File: src/rtl/ikey_pkg.sv
package ikey_pkg;

    localparam int BYTE_W    = 8;
    localparam int KEY_LEN   = 32;
    localparam int PRE_ZEROS = 2;

    typedef logic [BYTE_W-1:0] byte_t;

    localparam byte_t KEY_SEED = 8'h6A;

    typedef enum logic [1:0] {
        GEN_IDLE,
        GEN_PRE,
        GEN_KEY
    } gen_state_e;

    // Right shift; the new top bit is the XOR of the two lowest bits.
    function automatic byte_t lfsr_next(input byte_t s);
        return {s[1] ^ s[0], s[BYTE_W-1:1]};
    endfunction

endpackage

File: src/rtl/ikey_lfsr.sv
module ikey_lfsr
    import ikey_pkg::*;
#(
    parameter byte_t SEED = KEY_SEED
) (
    input  logic  clk,
    input  logic  rst,
    input  logic  load,
    input  logic  step,
    output byte_t state
);

    always_ff @(posedge clk) begin
        if (rst || load) begin
            state <= SEED;
        end else if (step) begin
            state <= lfsr_next(state);
        end
    end

    // A nonzero seed never decays to zero under this feedback.
    p_nonzero_r3: assert property (@(posedge clk) disable iff (rst)
        state != '0);

endmodule

File: src/rtl/ikey_gen.sv
module ikey_gen
    import ikey_pkg::*;
#(
    parameter int    N_KEY  = KEY_LEN,
    parameter int    N_PRE  = PRE_ZEROS,
    parameter byte_t SEED   = KEY_SEED
) (
    input  logic  clk,
    input  logic  rst,
    input  logic  start,
    input  logic  wr_ready,
    output logic  wr_valid,
    output byte_t wr_data,
    output logic  busy,
    output logic  done
);

    localparam int MAX_N = (N_KEY > N_PRE) ? N_KEY : N_PRE;
    localparam int CNT_W = $clog2(MAX_N + 1);
    localparam logic [CNT_W-1:0] LAST_KEY = CNT_W'(N_KEY - 1);
    localparam logic [CNT_W-1:0] LAST_PRE = CNT_W'((N_PRE > 0) ? N_PRE - 1 : 0);

    gen_state_e       state_q;
    logic [CNT_W-1:0] cnt_q;
    byte_t            lfsr_val;
    logic             accept;

    assign accept   = wr_valid && wr_ready;
    assign wr_valid = (state_q != GEN_IDLE);
    assign busy     = wr_valid;
    assign wr_data  = (state_q == GEN_KEY) ? lfsr_val : '0;

    ikey_lfsr #(.SEED(SEED)) lfsr_i (
        .clk   (clk),
        .rst   (rst),
        .load  (state_q == GEN_IDLE),
        .step  ((state_q == GEN_KEY) && accept),
        .state (lfsr_val)
    );

    always_ff @(posedge clk) begin
        if (rst) begin
            state_q <= GEN_IDLE;
            cnt_q   <= '0;
            done    <= 1'b0;
        end else begin
            done <= 1'b0;
            unique case (state_q)
                GEN_IDLE: begin
                    cnt_q <= '0;
                    if (start) begin
                        state_q <= (N_PRE > 0) ? GEN_PRE : GEN_KEY;
                    end
                end
                GEN_PRE: begin
                    if (accept) begin
                        if (cnt_q == LAST_PRE) begin
                            state_q <= GEN_KEY;
                            cnt_q   <= '0;
                        end else begin
                            cnt_q <= cnt_q + 1'b1;
                        end
                    end
                end
                GEN_KEY: begin
                    if (accept) begin
                        if (cnt_q == LAST_KEY) begin
                            state_q <= GEN_IDLE;
                            cnt_q   <= '0;
                            done    <= 1'b1;
                        end else begin
                            cnt_q <= cnt_q + 1'b1;
                        end
                    end
                end
                default: state_q <= GEN_IDLE;
            endcase
        end
    end

    p_hold_r5: assert property (@(posedge clk) disable iff (rst)
        wr_valid && !wr_ready |=> wr_valid && $stable(wr_data));

    p_done_pulse_r4: assert property (@(posedge clk) disable iff (rst)
        done |=> !done);

    p_done_idle_r4: assert property (@(posedge clk) disable iff (rst)
        done |-> !wr_valid);

    p_start_only_r6: assert property (@(posedge clk) disable iff (rst)
        $rose(busy) |-> $past(start));

endmodule

File: src/rtl/ikey_det.sv
module ikey_det
    import ikey_pkg::*;
#(
    parameter int    N_KEY = KEY_LEN,
    parameter byte_t SEED  = KEY_SEED
) (
    input  logic  clk,
    input  logic  rst,
    input  logic  det_wr,
    input  byte_t det_data,
    output logic  key_ok
);

    localparam int CNT_W = $clog2(N_KEY + 1);
    localparam logic [CNT_W-1:0] LAST = CNT_W'(N_KEY - 1);

    logic [CNT_W-1:0] hits_q;
    byte_t            expect_val;
    logic             hit, last_hit;

    assign hit      = det_wr && (det_data != '0) && (det_data == expect_val);
    assign last_hit = hit && (hits_q == LAST);

    ikey_lfsr #(.SEED(SEED)) lfsr_i (
        .clk   (clk),
        .rst   (rst),
        .load  (det_wr && (!hit || last_hit)),
        .step  (hit && !last_hit),
        .state (expect_val)
    );

    always_ff @(posedge clk) begin
        if (rst) begin
            hits_q <= '0;
            key_ok <= 1'b0;
        end else begin
            key_ok <= last_hit;
            if (det_wr) begin
                hits_q <= (hit && !last_hit) ? hits_q + 1'b1 : '0;
            end
        end
    end

    p_ok_pulse_r7: assert property (@(posedge clk) disable iff (rst)
        key_ok |=> !key_ok);

    p_ok_from_write_r7: assert property (@(posedge clk) disable iff (rst)
        key_ok |-> $past(det_wr) && ($past(det_data) != '0));

    p_zero_no_ok_r9: assert property (@(posedge clk) disable iff (rst)
        det_wr && (det_data == '0) |=> !key_ok);

    p_idle_no_ok_r10: assert property (@(posedge clk) disable iff (rst)
        !det_wr |=> !key_ok);

endmodule

File: src/rtl/ikey_top.sv
module ikey_top
    import ikey_pkg::*;
#(
    parameter int    N_KEY = KEY_LEN,
    parameter int    N_PRE = PRE_ZEROS,
    parameter byte_t SEED  = KEY_SEED
) (
    input  logic       clk,
    input  logic       rst,
    input  logic       start,
    input  logic       wr_ready,
    output logic       wr_valid,
    output logic [7:0] wr_data,
    output logic       busy,
    output logic       done,
    input  logic       det_wr,
    input  logic [7:0] det_data,
    output logic       key_ok
);

    ikey_gen #(.N_KEY(N_KEY), .N_PRE(N_PRE), .SEED(SEED)) gen_i (
        .clk      (clk),
        .rst      (rst),
        .start    (start),
        .wr_ready (wr_ready),
        .wr_valid (wr_valid),
        .wr_data  (wr_data),
        .busy     (busy),
        .done     (done)
    );

    ikey_det #(.N_KEY(N_KEY), .SEED(SEED)) det_i (
        .clk      (clk),
        .rst      (rst),
        .det_wr   (det_wr),
        .det_data (det_data),
        .key_ok   (key_ok)
    );

endmodule

File: config.mk
export PLATFORM = sky130hd
export DESIGN_NAME = ikey_top
export DESIGN_NICKNAME = d
export VERILOG_FILES = /design/src/rtl/ikey_pkg.sv /design/src/rtl/ikey_lfsr.sv /design/src/rtl/ikey_gen.sv /design/src/rtl/ikey_det.sv /design/src/rtl/ikey_top.sv
export SDC_FILE = /design/constraint.sdc
export NUM_CORES = 1
export LEC_CHECK = 0
export BUFFER_PORTS_ARGS = -buffer_cell sky130_fd_sc_hd__buf_2
export CORE_UTILIZATION = 56
export CTS_CLUSTER_DIAMETER = 80
export DETAILED_ROUTE_END_ITERATION = 10
export PLACE_DENSITY_LB_ADDON = 0.12
export SYNTH_ARGS = -nofsm -noshare
export SYNTH_HDL_FRONTEND = slang
export SYNTH_SLANG_ARGS = --single-unit
File: constraint.sdc
create_clock -name clk -period 2.28 [get_ports clk]
set_input_delay 0.456 -clock clk [delete_from_list [all_inputs] [get_ports clk]]
set_output_delay 0.456 -clock clk [all_outputs]
set_load 0.05 [all_outputs]
# Yosys cells after proc, flatten, opt, wreduce, memory -nomap -nowiden
# Cells that the tools add are included.
[totals] reg_bits=32 wordCells=57 out_inout_bits=12
[classes] addsub=2 bitwise_logic=4 mux=14 n_eq_ne=11 reduce_logical=19
[ops] cell="$mux W6" n=5
[ops] cell="$pmux W6 S3" n=1
[ops] cell="$add A6 B1 Y6 const B" n=2
[ops] cell="$eq A6 B5 Y1 const B" n=2
[ops] cell="$mux W2" n=5
[ops] cell="$eq A8 B8 Y1" n=1
[ops] cell="$mux W8" n=1
[ops] cell="$reduce_bool A8 Y1" n=1
[ops] cell="$logic_and A1 B1 Y1" n=7
[ops] cell="$eq A6 B1 Y1 const B" n=1
[ops] cell="$ne A2 B1 Y1 const B" n=3
[ops] cell="$pmux W2 S3" n=1
[ops] cell="$reduce_and A5 Y1" n=1
[ops] cell="$ne A2 B2 Y1 const B" n=2
[ops] cell="$logic_or A1 B1 Y1" n=3
[ops] cell="$reduce_and A3 Y1" n=1
[ops] cell="$reduce_bool A3 Y1" n=1
[ops] cell="$reduce_or A3 Y1" n=1
[ops] cell="$eq A2 B1 Y1 const B" n=1
[ops] cell="$eq A2 B2 Y1 const B" n=1
[ops] cell="$logic_not A1 Y1" n=2
[ops] cell="$logic_not A2 Y1" n=1
[ops] cell="$not A1 Y1" n=2
[ops] cell="$reduce_bool A2 Y1" n=1
[ops] cell="2 further kinds" n=3

# Longest topological paths before layout
[logic_depth] word_depth=7 ltp_mapped=7 mapped_depth_nobuf=6

# Hierarchy
# From an unflattened synthesis, not the netlist that was laid out.
[hier_totals] hier_cells=190 area_unflattened_um2=1761.7
[modules_own_cells] mod="ikey_gen" cells_each=85 area_each_um2=710.7 n_inst=1
[modules_own_cells] mod="ikey_lfsr" cells_each=27 area_each_um2=299.0 n_inst=2
[modules_own_cells] mod="ikey_det" cells_each=51 area_each_um2=452.9 n_inst=1

# Worst setup path before layout
# OpenSTA, ideal clock, no wires.
[synth_path] path_kind="reg2out" start="register gen_i.state_q[0]" end="output wr_valid" path_buffers=2 t_required_ns=1.824 arrival_time_ns=1.435 path_stages_with_launch=6 setup_slack_ns=0.389 cell_sequence="dfxtp_1 -> inv_1 -> ha_1 -> clkbuf_1 -> inv_1 -> buf_4"
[synth_via] elab_chain_cells=1
[synth_lines] element="start, declared" line="ikey_gen.sv:23" source="gen_state_e state_q;"
[synth_lines] element="start signal, assigned" line="ikey_gen.sv:52" source="state_q <= (N_PRE > 0) ? GEN_PRE : GEN_KEY;"
[synth_lines] element="$reduce_bool A2 Y1" line="ikey_gen.sv:29" source="assign wr_valid = (state_q != GEN_IDLE);"
[synth_lines] element="end, declared" line="ikey_top.sv:12" source="output logic wr_valid,"
# Every way passes these cells.

# Final worst setup path
[layout_path] start="register gen_i.state_q[0]" end="output wr_data[5]"
[layout_via] elab_chain_cells=2
[layout_lines] element="$eq A2 B2 Y1" line="ikey_gen.sv:31" source="assign wr_data = (state_q == GEN_KEY) ? lfsr_val : '0;"
[layout_lines] element="$mux W8" line="ikey_gen.sv:31"
[layout_lines] element="end, declared" line="ikey_top.sv:13" source="output logic [7:0] wr_data,"
# Every way passes these cells.

==> impl_metrics.csv <==
group,metric,value,unit
status,outcome,"finished, final reports clean",
clock_network,cts.clk_slew.worst_paths,0.10,ns
grt,grt_antenna_before_repair,0,
timing,post-route-period-util,0.8925,
synthesis,synth_top_area_share,0.3568,
floorplan,io_pins,25,
synthesis,yosysTopAreaCell,"dfxtp_1",
route,wl_per_cell,13.62,um
synthesis,synth_nets,213,
grt,grt_use_met3,0.04615,
final_layout,diodes,0,
place,gp_congestion,0.8214,
final_layout,nets,235,
grt,grtUsageMet1,0.2863,
clock_network,cts_inserted_buffers,5,
floorplan,core,3053,um2
timing,fin_worst_skew,0.009787,ns
clock_network,cts_resized,0,
timing,fin_hold_ws,0.4692,ns
grt,overflow,0,
synthesis,ys_seq_area_frac,0.3568,
timing,slew_violations,0,
grt,grt_pass1_wl,5989,um
clock_network,cts_buffer_depth,2,
timing,grt_setup_unrepaired,"no",
final_layout,final_cell_area,2007,um2
route,firstDrtPassIters,4,
job,drv_cap,0,
synthesis,synthFlopType,"dfxtp_1",
clock_network,postCtsSetupBuffers,0,
floorplan,dieArea,3437,um2
hold_path,worstHoldPathType,"primary input to flip-flop",
grt,grt-busiest-layer,"met2",
place,post-dp-hpwl,2574,um
synthesis,synth_seq_cells,32,
route,ant_nets,0,
final_layout,layout.cells.non_filler,260,
grt,grt_usage,0.2250,
final_layout,synthToLayoutAreaGrowth,11.78,%
synthesis,synth.most_common_cell,"dfxtp_1",
final_layout,drive_gt1_frac,0.2269,
place,place_area,1928,um2
place,io_buffer_count,24,
synthesis,netlist_top_cells_area,"dfxtp_1 (36%), ha_1 (4.9%), xor2_1 (4.9%)",
floorplan,fp.dieW,58.63,um
synthesis,ys_async_sr_fraction,0,
route,via_per_inst,5.792,
floorplan,die_y,58.63,um
worst_setup_path,crit_type,"flip-flop to primary output",
place,dp_cells,252,
floorplan,initial_utilization,0.5881,
clock_network,postCtsHoldBufs,0,
synthesis,synth.yosys.warnings,0,
clock_network,cts-root-buf,"clkbuf_4",
worst_setup_path,critPathCaptureType,"primary output",
final_layout,regArea,640.6,um2
clock_network,cts.sinks,32,
synthesis,yosysUniqueCellTypes,48,
synthesis,synth_area,1795,um2
synthesis,syn-mean-instance-area,9.303,um2
power_and_ir_drop,p_leak,0.7539,nW
clock_network,h-tree-depth,2,
worst_setup_path,path_max_fanout,19,
final_layout,final_util,0.6574,
timing,tns,0,ns
route,dr_total_vias,1506,
timing,hold_violations,0,
route,wirelength,3542,um
power_and_ir_drop,ir_worst_vdd,0.0004926,V
final_layout,fillers,262,
synthesis,syn_inst,193,
worst_setup_path,worstSetupStartpointType,"flip-flop",
timing,max_freq,491.4,MHz
clock_network,clock_latency,0.32,ns
grt,grt_max_degree,37,
final_layout,multi_input_area,1062,um2
grt,grt_pass1_vias,1404,
grt,grtUsageMet2,0.3744,
worst_setup_path,cp.required,1.82,ns
synthesis,synth_common_cells,"dfxtp_1 (32), nand2_1 (15), inv_1 (12)",
floorplan,row_count,20,
timing,setup-violations-final,0,
power_and_ir_drop,pwr_density_cell,857.1,nW/um2
timing,post-route-min-period,2.035,ns
timing,worst_pin_slew,0.6553,ns
synthesis,synth_edf_count,0,
worst_setup_path,cp.arrival,1.58,ns
route,drc,0,
route,drtIter0Drc,67,
clock_network,cts_tree,"built",
timing,max_slew_margin,0.5632,
## layout by cell type (no fill, tap or decap), types with 6 or more instances in the layout
master   count
dfxtp_1     32
buf_2       24
nand3_1     11
nand2_1     15
and2_1       9
xnor2_1      6
ha_1         6
inv_1       12
xor2_1      10
nor2_1       7
nand4_1      6
## final timing paths
check,startpoint,to,slack [ns],cells after the start
max reg2reg,gen_i.state_q[0],gen_i.cnt_q[1],0.33,6
max,gen_i.state_q[0],wr_data[5],0.25,4
min,wr_ready,gen_i.lfsr_i.state[6],0.47,3
min reg2reg,gen_i.lfsr_i.state[6],gen_i.lfsr_i.state[6],0.50,2
## sequential cells by signal (all words and copies together), names as in the netlist
signal,flops
det_i.hits_q,6
gen_i.lfsr_i.state,8
det_i.key_ok,1
gen_i.done,1
gen_i.cnt_q,6
gen_i.state_q,2
det_i.lfsr_i.state,8
## cell families after synthesis
group | synth area share
AND/OR/NAND/NOR | 0.2286
multiplexers | 0.01673
flip-flops | 0.3568
AO/OA/AOI/OAI | 0.2181
buffers and inverters | 0.05296
XOR/XNOR | 0.07805
adder cells (fa/ha/maj) | 0.04878
## stage by stage
stage	worst slack (ns)	power, mW
2_1_floorplan	0.3886	1.181
3_3_place_gp	0.3256	1.282
3_5_place_dp	0.2330	1.306
4_1_cts	0.06191	1.732
5_1_grt	0.1177	1.812
6_report	0.2451	1.720
## report_power, final
group          internal, mW  switching [mW]  leakage, nW
combinational         0.231           0.471        0.453
sequential            0.580          0.0223        0.258
clock                 0.230           0.186       0.0422
total                  1.04           0.680        0.754
## layer usage
| layer | share of wire | up-vias |
|---|---|---|
| met4 | 0.016 | 0 |
| li1 | - | 747 |
| met2 | 0.48 | 24 |
| met1 | 0.47 | 729 |
| met5 | 0 | - |
| met3 | 0.026 | 6 |
## worst max-delay path, cell delays in order, from the launching register on
cell and delay [ns]:
dfxtp_1 0.36, inv_1 0.09, ha_2 0.36, and2_1 0.18
buf_2 0.26
## final cells by class
cell class / instances / share of cell area
Clock buffer: 6 / 0.02057
Clock inverter: 2 / 0.01746
Inverter: 12 / 0.02244
Multi-Input combinational cell: 139 / 0.5293
Sequential cell: 32 / 0.3192
Tap cell: 44 / 0.02743
Timing Repair Buffer: 25 / 0.06359
No activity file was read; power rests on OpenSTA's default activity.
